--- src/rtl/fdr_decomp.sv ---
module fdr_decomp #(
  parameter int MAX_GRP = 8
) (
  input  logic clk,
  input  logic rst_n,
  input  logic bit_in_i,
  input  logic in_vld_i,
  output logic req_o,
  output logic out_bit_o,
  output logic out_vld_o,
  output logic err_o
);
  localparam int PW = $clog2(MAX_GRP + 1);
  localparam int CW = MAX_GRP + 1;

  typedef enum logic [1:0] {S_PFX, S_TAIL, S_RUN, S_ERR} state_t;

  state_t             state;
  logic [PW-1:0]      ones;
  logic [PW-1:0]      grp;
  logic [PW-1:0]      tleft;
  logic [MAX_GRP-1:0] tacc;
  logic [CW-1:0]      cnt;

  logic               take;
  logic [MAX_GRP-1:0] tacc_n;
  logic [CW-1:0]      base;

  assign take      = req_o && in_vld_i;
  assign tacc_n    = {tacc[MAX_GRP-2:0], bit_in_i};
  assign base      = (CW'(1) << grp) - CW'(2);
  assign req_o     = (state == S_PFX) || (state == S_TAIL);
  assign out_vld_o = (state == S_RUN);
  assign out_bit_o = out_vld_o && (cnt == '0);
  assign err_o     = (state == S_ERR);

  always_ff @(posedge clk or negedge rst_n) begin
    if (!rst_n) begin
      state <= S_PFX;
      ones  <= '0;
      grp   <= '0;
      tleft <= '0;
      tacc  <= '0;
      cnt   <= '0;
    end else begin
      case (state)
        S_PFX:
          if (take) begin
            if (bit_in_i) begin
              if (ones == PW'(MAX_GRP - 1)) state <= S_ERR;
              else ones <= ones + PW'(1);
            end else begin
              grp   <= ones + PW'(1);
              tleft <= ones + PW'(1);
              tacc  <= '0;
              state <= S_TAIL;
            end
          end
        S_TAIL:
          if (take) begin
            tacc  <= tacc_n;
            tleft <= tleft - PW'(1);
            if (tleft == PW'(1)) begin
              cnt   <= base + CW'(tacc_n);
              ones  <= '0;
              state <= S_RUN;
            end
          end
        S_RUN:
          if (cnt == '0) state <= S_PFX;
          else cnt <= cnt - CW'(1);
        default: state <= S_ERR;
      endcase
    end
  end

  assert_req_low_in_run_R5: assert property (@(posedge clk) disable iff (!rst_n)
    out_vld_o |-> !req_o);
  assert_zero_continues_R4: assert property (@(posedge clk) disable iff (!rst_n)
    (out_vld_o && !out_bit_o) |=> out_vld_o);
  assert_gap_after_run_R4: assert property (@(posedge clk) disable iff (!rst_n)
    (out_vld_o && out_bit_o) |=> !out_vld_o);
  assert_err_sticky_R9: assert property (@(posedge clk) disable iff (!rst_n)
    err_o |=> err_o);
  assert_err_quiet_R9: assert property (@(posedge clk) disable iff (!rst_n)
    err_o |-> (!req_o && !out_vld_o));
endmodule

--- config.mk ---
export PLATFORM = sky130hd
export DESIGN_NAME = fdr_decomp
export DESIGN_NICKNAME = d
export VERILOG_FILES = /design/src/rtl/fdr_decomp.sv
export SDC_FILE = /design/constraint.sdc
export NUM_CORES = 1
export LEC_CHECK = 0
export ABC_AREA = 1
export BUFFER_PORTS_ARGS = -buffer_cell sky130_fd_sc_hd__clkbuf_2
export CAP_MARGIN = 20
export CORE_MARGIN = 2
export CORE_UTILIZATION = 59
export CTS_CLUSTER_DIAMETER = 40
export DETAILED_ROUTE_END_ITERATION = 6
export PLACE_DENSITY = 0.78
export SYNTH_ARGS = -nofsm -noshare
export SYNTH_HDL_FRONTEND = slang
export SYNTH_SLANG_ARGS = --single-unit
--- constraint.sdc ---
create_clock -name clk -period 3 [get_ports clk]
set_input_delay 0.45 -clock clk [delete_from_list [all_inputs] [get_ports clk]]
set_output_delay 0.45 -clock clk [all_outputs]
set_load 0.01 [all_outputs]
==> impl_summary.md, run 1 <==
CTS
The H-tree generated during clock tree synthesis spans 2 levels. The clock tree from TritonCTS is done. The clock drives 30 sinks.

The library cell used as clock root buffer is sky130_fd_sc_hd__clkbuf_8. The clock insertion delay at the later pin of the skew report is around 0.28 ns. The number of CTS-inserted buffers is 5.

Once the clock tree was built, the resizer swapped 0 gates to a different size. Post-CTS timing repair inserted 0 buffers for setup. Clock-pin slew was measured on the worst setup and hold paths at around 0.060 ns. The clock passes through at most 2 buffers.

The hold-fix buffer count after cts is 0.

Route
Before antenna repair, the detailed router went through 5 iterations. The detailed-route vias per instance is between 5 and 6. The initial DRC count is 129. After detailed routing, the total wire length is 4670 um. The per-cell routed wire length is 11.7 um. The post-route DRC violation count is 0. The post-route antenna net violation count is 0. The routed layout has approximately 2100 vias.

Final layout
In the final layout, the multi-input gates occupy about 0.0014 mm2. The area growth from synthesis to layout is 7.19%. The diode insertion count for antenna repair is 0. In the final layout, the share of cells above drive strength 1 is 0.101. The area taken by flip-flops and latches is about 750 um2. The post-layout utilization of the core is 0.648. The layout filler cell count is 345. The final layout net count is 377.

Yosys
Of the post-synthesis cell area, the dominant cell type holds 0.315. The number of nets in the synthesized netlist is 369. The mean area per synthesized cell is roughly 7 um2. The most common flop cell mapped by yosys is sky130_fd_sc_hd__dfrtp_1. The Yosys step of the flow raised 0 warnings. For this run, the register share of the synthesized area comes to 0.315. The share of flip-flops with an asynchronous set or reset after synthesis is 1.00. The summed instance area of the synthesized netlist is between 0.002 and 0.0025 mm2. The synthesized design contains 30 register bits. sky130_fd_sc_hd__dfrtp_1 takes more of the synthesized area than any other cell. The leading cell type by number of instances after synthesis is sky130_fd_sc_hd__nand2_1.

The synthesized netlist contains 31 unique library cells. By area the synthesized netlist is led by sky130_fd_sc_hd__dfrtp_1 (31%), sky130_fd_sc_hd__nand2_1 (14%), sky130_fd_sc_hd__ha_1 (13%). The number of flops mapped to enable cells by yosys is 0. Ranked by instance count, the synthesized netlist is headed by sky130_fd_sc_hd__nand2_1 (87), sky130_fd_sc_hd__inv_1 (61), sky130_fd_sc_hd__nor2_1 (34). Counting every instance in the synthesized netlist gives 340.

Die
From bottom edge to top edge, the die measures 67.6 um. The initial core utilization is 0.605. The number of core rows is 23. The die outline width is about 68 um. The number of top-level pins is 8. The core box area is around 0.0039 mm2. The die footprint is 0.00456 mm2.

Worst setup path
The startpoint type of the worst setup path is a flip-flop. The number of buffers and inverters on the critical path is 3. Along the worst path, the maximum fanout reaches 7.

The worst setup path startpoint is grp[3]$_DFFE_PN0P_. Counting cells, the worst reg-to-reg path comes to 15. In this design, the stage delay of the slowest critical-path cell is 0.43 ns. The endpoint required time on the critical path is about 3.2 ns. The nature of the critical path endpoint is a flip-flop. In this run the critical register-to-register path is captured at cnt[5]$_DFFE_PN0P_. The critical path arrival is about 2.5 ns. For this design, the slowest cell found on the critical path is sky130_fd_sc_hd__dfrtp_1.

The cell family contributing the most delay on the critical path is adder cells. The cell repeated most along the worst path is sky130_fd_sc_hd__nand2_1. Traced cell by cell, the critical path runs through nor2_1 > nand2_1 > ha_1 > inv_1 > ha_1 > inv_1 > fa_1 > inv_1 > nand2_1 > nand2_1 > nand2_1 > nand3_1 > o21ai_0 > nand2_1 > o21ai_2. In this run the critical register-to-register path is launched from grp[3]$_DFFE_PN0P_. The worst setup path is of the reg2reg kind. The setup slack of the most critical reg-to-reg path is 0.69 ns.

Global routing
For this run, the total global-route usage over all layers was measured as 0.246. The via count of the first global-routing pass is between 1500 and 2000. The wire length of the first global-routing pass is roughly 8400 um. The initial antenna violation count was 0. The maximum number of pins on one net before global-route repair is 31. The global route total overflow is 0.

Timing
The count of endpoints failing hold in the final timing report came to 0. The final-report setup violation count is 0. The normalized max-slew margin is 0.475.

The setup total negative slack is 0 ns. The period utilization is 0.771. Derived from the worst setup path, the maximum achievable clock frequency is 432 MHz. The actual transition at the worst max-transition pin is 0.787 ns. The max-slew violation count was 0. Setup repair after global routing left no endpoint under its margin.

The worst path needs approximately 2.3 ns of the cycle, external delays included. Clock skew on the completed layout was measured at around 0.0013 ns.

Flow run
The reported max-cap violation count is 0.

Placed design
The post-detailed-placement half-perimeter wirelength is ~3500 um. The number of I/O port buffers is 7. The routability congestion estimate is around 0.9.

Min path
The type of the most critical hold path is in2async.

Run status
The flow ran to the end, and the final reports show no timing, DRC or antenna violations.
[metal layers]
metal	global-route usage	wire [um]	part of all wire	vias up
met5	0	0	0	-
li1	-	-	-	1093
met1	0.311	2220	0.48	946
met2	0.412	2180	0.47	39
met3	0.0350	138	0.030	10
met4	0.117	128	0.027	0
[through the flow]
stage	worst slack [ns]	instance area, um2	hold WS [ns]	instances
after floorplan	0.887	2380	0.154	340
after global placement	0.785	2440	0.476	391
after detailed placement	0.719	2440	0.480	391
after CTS	0.673	2550	0.256	398
after global routing	0.447	2550	0.306	398
final	0.686	2550	0.242	398
[cell usage in the layout, fill, tap and decap left out, types with 2 or more instances in the layout]
| cell | n |
|---|---|
| sky130_fd_sc_hd__a21oi_2 | 2 |
| sky130_fd_sc_hd__nand3_1 | 25 |
| sky130_fd_sc_hd__o21ai_0 | 25 |
| sky130_fd_sc_hd__xor2_1 | 4 |
| sky130_fd_sc_hd__ha_1 | 24 |
| sky130_fd_sc_hd__nand4_1 | 4 |
| sky130_fd_sc_hd__inv_1 | 61 |
| sky130_fd_sc_hd__clkbuf_8 | 6 |
| sky130_fd_sc_hd__nor2_2 | 4 |
| sky130_fd_sc_hd__or2_2 | 2 |
| sky130_fd_sc_hd__dfrtp_1 | 30 |
| sky130_fd_sc_hd__a21oi_1 | 12 |
| sky130_fd_sc_hd__clkbuf_2 | 7 |
| sky130_fd_sc_hd__nand2_1 | 87 |
| sky130_fd_sc_hd__o21ai_2 | 5 |
| sky130_fd_sc_hd__nor2_1 | 34 |
| sky130_fd_sc_hd__inv_2 | 2 |
[cell type report]
type | instances | share of cell area
timing repair buffer | 7 | 0.0137
tap | 50 | 0.0245
clock buffer | 6 | 0.0323
clock inverter | 1 | 0.0118
multi-input combinational | 241 | 0.531
inverter | 63 | 0.0926
sequential | 30 | 0.294
[kinds of logic (layout without fill, tap and decap cells)]
group                      count (synthesis)  after routing  synth area share
DFF                                       30             30             0.315
and+or+nand+nor                          162            162             0.293
xor gates and xnor gates                   5              5            0.0184
adders and majority gates                 25             25             0.134
AOI/OAI and AO/OA                         48             48             0.119
buffers and inverters                     69             77             0.115
muxes                                      1              1           0.00472
[flip-flops by register name, summed over array words and instances (netlist names)]
| name | cells |
|---|---|
| cnt | 9 |
| tleft | 4 |
| ones | 4 |
| state | 2 |
| grp | 4 |
| tacc | 7 |
[worst max path at each step]
stage	to	slack (ns)	cells after the start
2_1_floorplan	cnt[5]$_DFFE_PN0P_	0.89	15
3_3_place_gp	cnt[5]$_DFFE_PN0P_	0.79	15
3_5_place_dp	cnt[5]$_DFFE_PN0P_	0.72	15
4_1_cts	cnt[5]$_DFFE_PN0P_	0.67	15
5_1_grt	cnt[5]$_DFFE_PN0P_	0.45	15
6_report	cnt[5]$_DFFE_PN0P_	0.69	15
Power of run 1 is left out: the tool's default activity adds up to more than one toggle a clock period on the data nets, which glitch-free logic cannot reach.
==> run 2: changes to the inputs <==
CORE_UTILIZATION = 56   (was 59)
clock period = 1.99 ns   (was 3 ns; I/O delays follow)
==> impl_summary.md, run 2 (synthesis gave the netlist of run 1 again) <==
Run status
The flow ran to the end, but the final reports show violations. The checks that failed: negative setup slack.

Die
The vertical die dimension came to 69.2 um (+2.5%). The number of top-level pins was 8 (unchanged). The initial core utilization is 0.587 (-0.0172).

The number of core rows is 23 (unchanged). The die footprint is 0.00479 mm2 (+5.0%). The die outline width is 69.2 um (+2.5%). The core box area is 0.00406 mm2 (+2.9%).

CTS
TritonCTS built the clock tree. The clock insertion delay at the later pin of the skew report was 0.29 ns (about the same). The maximum buffer depth of the clock tree is 2 (unchanged). The clock sink count is 30 (unchanged). The hold-fix buffer count after cts is 0 (unchanged).

CTS placed an instance of sky130_fd_sc_hd__clkbuf_8 at the clock tree root. The post-CTS clock slew at the launch and capture registers of the worst setup and hold paths is 0.07 ns (about the same). The H-tree level count is 2 (unchanged).

The number of CTS-inserted buffers is 5 (unchanged).

Worst setup path
The endpoint required time on the critical path is 2.17 ns (-1.00 ns). The critical path arrival is 2.43 ns (-0.06 ns). The cell family contributing the most delay on the critical path is adder cells. The peak fanout along the critical path is 5 (-2).

The cell that appears most often on the critical path is sky130_fd_sc_hd__nand2_1. On the critical path, the stage with the largest delay is an instance of sky130_fd_sc_hd__dfrtp_2. The startpoint type of the worst setup path is a flip-flop. The classification of the worst setup path is reg2reg. The nature of the critical path endpoint is a flip-flop. The number of buffers and inverters on the critical path was 3 (unchanged).

The largest stage delay on the critical path is 0.46 ns (+0.03 ns). Traced cell by cell, the critical path runs through nor4_4 > ha_2 > ha_4 > inv_2 > fa_2 > inv_4 > buf_4 > a21oi_4 > o21ai_2 > nand2_1 > nand2_1 > nand2_1.

Final layout
From synthesis to final layout, the design area changed by 20.8%. The largest registers in the layout are cnt x9, tacc x7. The leading cell type in the layout, fill and taps excluded is sky130_fd_sc_hd__nand2_1. Ranked by flip-flop count, first place goes to cnt. The layout filler cell count was 288 (-17%).

The fraction of layout cells with a size suffix above 1 is 0.230 (+0.130). The final cell count without fillers came to 419 (+5.3%). The final layout net count came to 398 (+5.6%). The diode insertion count for antenna repair is 0 (unchanged). In the layout the commonest cells are sky130_fd_sc_hd__nand2_1 (86), sky130_fd_sc_hd__inv_1 (57), sky130_fd_sc_hd__nor2_1 (30). The number of flip-flops under the largest register name was 9 (unchanged).

Global routing
The wire length of the first global-routing pass is 9410 um (+12%). The initial antenna violation count is 0 (unchanged). The global route total overflow was 0 (unchanged). The via count of the first global-routing pass came to 2136 (+7.0%). The total global routing track utilization came to 0.241 (-0.00548). The maximum number of pins on one net before global-route repair came to 31 (unchanged).

Route
The detailed-routing iteration count for the pre-antenna-repair pass came to 5 (unchanged). The post-route DRC violation count is 0 (unchanged). The routed via count is 2267 (+8.6%). The initial DRC count is 147 (+14%). The total wire length after detailed routing is 5820 um (+25%). The detailed-route vias per instance came to 5.41 (+3.1%). The post-route antenna net violation count is 0 (unchanged). The per-cell routed wire length is 13.9 um (+18%).

Placed design
The routability congestion estimate came to 0.846 (-5.7%). The post-detailed-placement half-perimeter wirelength is 3740 um (+5.5%). The post-placement worst setup slack came to -0.272 ns (-0.991 ns).

The number of I/O port buffers is 7 (unchanged). The total placed cells including tap cells came to 406 (+3.8%).

Timing
The count of endpoints failing hold in the final timing report is 0 (unchanged). The actual transition at the worst max-transition pin is 0.813 ns (+0.0257 ns). The timing-limited maximum frequency came to 443 MHz (+2.4%).

The normalized max-slew margin is 0.458 (-0.0171). The final clock skew is 0.00544 ns (+0.00409 ns). The max-slew violation count is 0 (unchanged). The period utilization is 1.14 (+0.364). The time the worst path needs with I/O delays and setup came to 2.26 ns (-0.0546 ns).

The final-report setup violation count is 7 (+7). The final setup slack of the worst path came to -0.270 ns (-0.955 ns). Setup repair after global routing could not meet its margin everywhere.

Min path
The type of the most critical hold path is in2async.

Flow run
The reported max-cap violation count was 0 (unchanged).
## run 2: changes by cell type in the layout (fill, tap and decap cells not counted), sizes merged
cell,change
buf,+21
## run 2: worst register-to-register path, cell delays in order, from the launching register on
cell	delay, ns
sky130_fd_sc_hd__dfrtp_2	0.46
sky130_fd_sc_hd__nor4_4	0.34
sky130_fd_sc_hd__ha_2	0.25
sky130_fd_sc_hd__ha_4	0.14
sky130_fd_sc_hd__inv_2	0.04
sky130_fd_sc_hd__fa_2	0.37
sky130_fd_sc_hd__inv_4	0.09
sky130_fd_sc_hd__buf_4	0.12
sky130_fd_sc_hd__a21oi_4	0.05
sky130_fd_sc_hd__o21ai_2	0.08
sky130_fd_sc_hd__nand2_1	0.06
sky130_fd_sc_hd__nand2_1	0.08
sky130_fd_sc_hd__nand2_1	0.06
## run 2: cell type report
type	instances	area, um2	share of cell area
inverters	63	239	0.0830
well taps	50	62.6	0.0217
clock inverters	1	30.0	0.0104
repair buffers	28	193	0.0669
flip-flops and latches	30	756	0.262
multi-input cells	241	1520	0.527
clock buffers	6	82.6	0.0287
## run 2: metal layers
metal	track usage	up-vias	routed length (um)
met5	0	-	0
met4	0.0763	0	99
met3	0.0392	11	221
met2	0.411	61	2970
met1	0.312	1066	2530
li1	-	1129	-
## run 2: per-stage QoR
stage	TNS, ns	utilization	hold slack (ns)	instance area (um2)
after detailed placement	-1.18	0.632	0.414	2560
after CTS	-0.488	0.689	0.113	2790
after floorplan	-0.0236	-	0.00291	2390
after global placement	-0.876	0.632	0.406	2560
final	-1.35	0.710	0.0949	2880
after global routing	-2.08	0.710	0.165	2880
## run 2: repair_timing
action                     4_1_cts  5_1_grt
setup endpoints to repair        7        7
pin swaps                        9        3
buffers inserted                 2        4
resized for setup               23       12
## run 2: worst paths after layout
kind / from / end / slack, ns / depth (start not counted)
max: grp[1]$_DFFE_PN0P_ / cnt[3]$_DFFE_PN0P_ / -0.27 / 12
min reg2reg: ones[3]$_DFFE_PN0P_ / ones[3]$_DFFE_PN0P_ / 0.50 / 2
min in group clk: bit_in_i / tacc[0]$_DFFE_PN0P_ / 0.35 / 3
max in group asynchronous: rst_n / grp[2]$_DFFE_PN0P_ / 1.33 / 1
max reg2reg: grp[1]$_DFFE_PN0P_ / cnt[3]$_DFFE_PN0P_ / -0.27 / 12
min: rst_n / tleft[2]$_DFFE_PN0P_ / 0.09 / 1
Power of run 2 is left out for the same reason.
==> run 3: changes to the inputs <==
CORE_MARGIN = 3   (was 2)
==> impl_summary.md, run 3 (synthesis gave the netlist of run 1 again) <==
Run status
The run finished, with violations left. The checks that failed: negative setup slack.

Final layout
The area growth from synthesis to layout is 27.5%. The fraction of layout cells with a size suffix above 1 is 0.307 (+0.0769). Leaving out fill and tap cells, the most frequent cell in the layout is sky130_fd_sc_hd__nand2_1. The number of flip-flops under the largest register name is 9 (unchanged). In the final layout, the registers with the most flip-flops are cnt x9, tacc x7.

The largest register by flop count is cnt. The top cell types in the final layout, fill and taps aside, are sky130_fd_sc_hd__nand2_1 (78), sky130_fd_sc_hd__inv_1 (50), sky130_fd_sc_hd__nor2_1 (28). The layout filler cell count is 272 (-5.6%).

The final layout net count was 399 (+0.25%). The post-route standard cell area excluding fillers is 0.00304 mm2 (+5.5%). The diode insertion count for antenna repair is 0 (unchanged). The post-layout utilization of the core is 0.749 (+0.0392). The multi-input combinational cell area is 0.00163 mm2 (+7.5%). The area taken by flip-flops and latches came to 756 um2 (unchanged).

Worst setup path
The largest stage delay on the critical path is 0.46 ns (about the same). The master of the slowest instance on the critical path is sky130_fd_sc_hd__dfrtp_2. The worst setup path is of the reg2reg kind. The worst flop-to-flop path endpoint is cnt[5]$_DFFE_PN0P_. The cell depth of the worst flop-to-flop path came to 15 (+3).

The critical path arrival is 2.41 ns (-0.02 ns). In this design, the critical path's most frequently occurring cell is sky130_fd_sc_hd__nand2_1. The signal on the critical path passes through nor2_4 > nand2_2 > ha_4 > inv_4 > ha_4 > inv_2 > fa_2 > inv_2 > nand2_2 > nand2_1 > nand2_1 > nand3_1 > o21ai_1 > nand2_1 > o21ai_2. The peak fanout along the critical path came to 4 (-1). The startpoint type of the worst setup path is a flip-flop. The setup slack of the most critical reg-to-reg path was -0.24 ns (+0.03 ns). The endpoint required time on the critical path is 2.17 ns (about the same).

The startpoint of the lowest-slack register-to-register path is grp[3]$_DFFE_PN0P_. The nature of the critical path endpoint is a flip-flop.

CTS
The library cell used as clock root buffer is sky130_fd_sc_hd__clkbuf_8. The H-tree level count is 2 (unchanged). The hold-fix buffer count after cts is 0 (unchanged). The number of CTS-inserted buffers is 5 (unchanged).

The clock insertion delay at the later pin of the skew report is 0.28 ns (about the same). The clock sink count is 30 (unchanged). The clock tree from TritonCTS is done. The post-CTS clock slew at the launch and capture registers of the worst setup and hold paths is 0.07 ns (about the same).

The maximum buffer depth of the clock tree is 2 (unchanged).

Global routing
The global route total overflow was 0 (unchanged). The total global routing track utilization is 0.233 (-0.00737). The maximum number of pins on one net before global-route repair is 31 (unchanged). The initial antenna violation count came to 0 (unchanged). The wire length of the first global-routing pass is 9390 um (-0.22%).

The via count of the first global-routing pass was 2145 (+0.42%).

Route
The initial DRC count was 131 (-11%). The per-cell routed wire length is 13.7 um (-1.1%). The detailed-routing iteration count for the pre-antenna-repair pass is 4 (-1). The post-route DRC violation count was 0 (unchanged). The routed via count is 2233 (-1.5%). The total wire length after detailed routing is 5780 um (-0.67%). The post-route antenna net violation count was 0 (unchanged).

The detailed-route vias per instance is 5.30 (-2.0%).

Die
The vertical die dimension is 71.2 um (+2.9%). The die footprint is 0.00508 mm2 (+5.9%). The core box area is 0.00406 mm2 (unchanged). The die outline width was 71.2 um (+2.9%). The initial core utilization came to 0.587 (unchanged). The number of top-level pins is 8 (unchanged). The number of core rows is 23 (unchanged).

Timing
The count of endpoints failing hold in the final timing report is 0 (unchanged). The minimum hold slack is 0.0731 ns (-0.0218 ns). The period utilization is 1.12 (-0.0136). The actual transition at the worst max-transition pin is 0.785 ns (-0.0276 ns).

Setup repair after global routing could not meet its margin everywhere. The final setup slack of the worst path is -0.243 ns (+0.0270 ns). The max-slew violation count is 0 (unchanged). The final clock skew is 0.00687 ns (+0.00143 ns). The timing-limited maximum frequency is 448 MHz (+1.2%). The normalized max-slew margin was 0.477 (+0.0184). The final-report setup violation count was 7 (unchanged). The time the worst path needs with I/O delays and setup is 2.23 ns (-0.0270 ns).

Placed design
The area of placed instances is 0.00255 mm2 (-0.59%). The post-detailed-placement half-perimeter wirelength is 3690 um (-1.4%). The routability congestion estimate is 0.873 (+3.2%). The number of I/O port buffers is 7 (unchanged). The post-placement worst setup slack came to -0.170 ns (+0.102 ns).

Min path
The worst hold path belongs to the class in2async.

Flow run
The reported max-cap violation count came to 0 (unchanged).
-- run 3: cell types whose count changed in the layout (fill, tap and decap cells not counted), sizes merged --
cell	change
bufinv	+1
buf	+1
-- run 3: how the worst max path moves through the flow --
stage / slack (ns) / from / to / depth (start not counted)
floorplan: -0.02 / grp[3]$_DFFE_PN0P_ / cnt[5]$_DFFE_PN0P_ / 15
CTS: -0.17 / grp[0]$_DFFE_PN0P_ / cnt[5]$_DFFE_PN0P_ / 16
global placement: -0.16 / grp[3]$_DFFE_PN0P_ / cnt[5]$_DFFE_PN0P_ / 13
detailed placement: -0.17 / grp[3]$_DFFE_PN0P_ / cnt[5]$_DFFE_PN0P_ / 15
finish: -0.24 / grp[3]$_DFFE_PN0P_ / cnt[5]$_DFFE_PN0P_ / 15
global route: -0.34 / grp[0]$_DFFE_PN0P_ / cnt[5]$_DFFE_PN0P_ / 15
-- run 3: area by class of cell --
cell class / count / area share
repair buffers: 29 / 0.0683
flip-flops and latches: 30 / 0.249
clock buffers: 6 / 0.0272
well taps: 50 / 0.0206
multi-input cells: 241 / 0.537
inverters: 63 / 0.0786
clock inverters: 2 / 0.0198
-- run 3: metrics by stage --
stage,std cells,TNS [ns]
after floorplan,340,-0.0236
after global placement,404,-0.724
after detailed placement,404,-0.774
after CTS,417,-0.533
after global routing,421,-1.81
final,421,-1.03
-- run 3: repair_timing --
| item | in CTS | in global routing |
|---|---|---|
| pin swaps | 15 | 19 |
| setup endpoints to repair | 7 | 7 |
| resized for setup | 27 | 37 |
| gates cloned | 0 | 0 |
| endpoints found under the hold margin | 0 | 0 |
| buffers inserted | 5 | 4 |
-- run 3: per-layer routing --
layer / track usage / share of wire
met1: 0.288 / 0.42
met5: 0 / 0
met3: 0.0421 / 0.038
met2: 0.412 / 0.52
met4: 0.0752 / 0.021
-- run 3: critical path, delay by kind of cell (launching register included) --
| family | cells | cell delay, ns |
|---|---|---|
| AOI/OAI and AO/OA | 2 | 0.15 |
| and+or+nand+nor | 7 | 0.59 |
| buffers and inverters | 3 | 0.18 |
| adders and majority gates | 3 | 0.73 |
| DFF | 1 | 0.46 |
Power of run 3 is left out for the same reason.
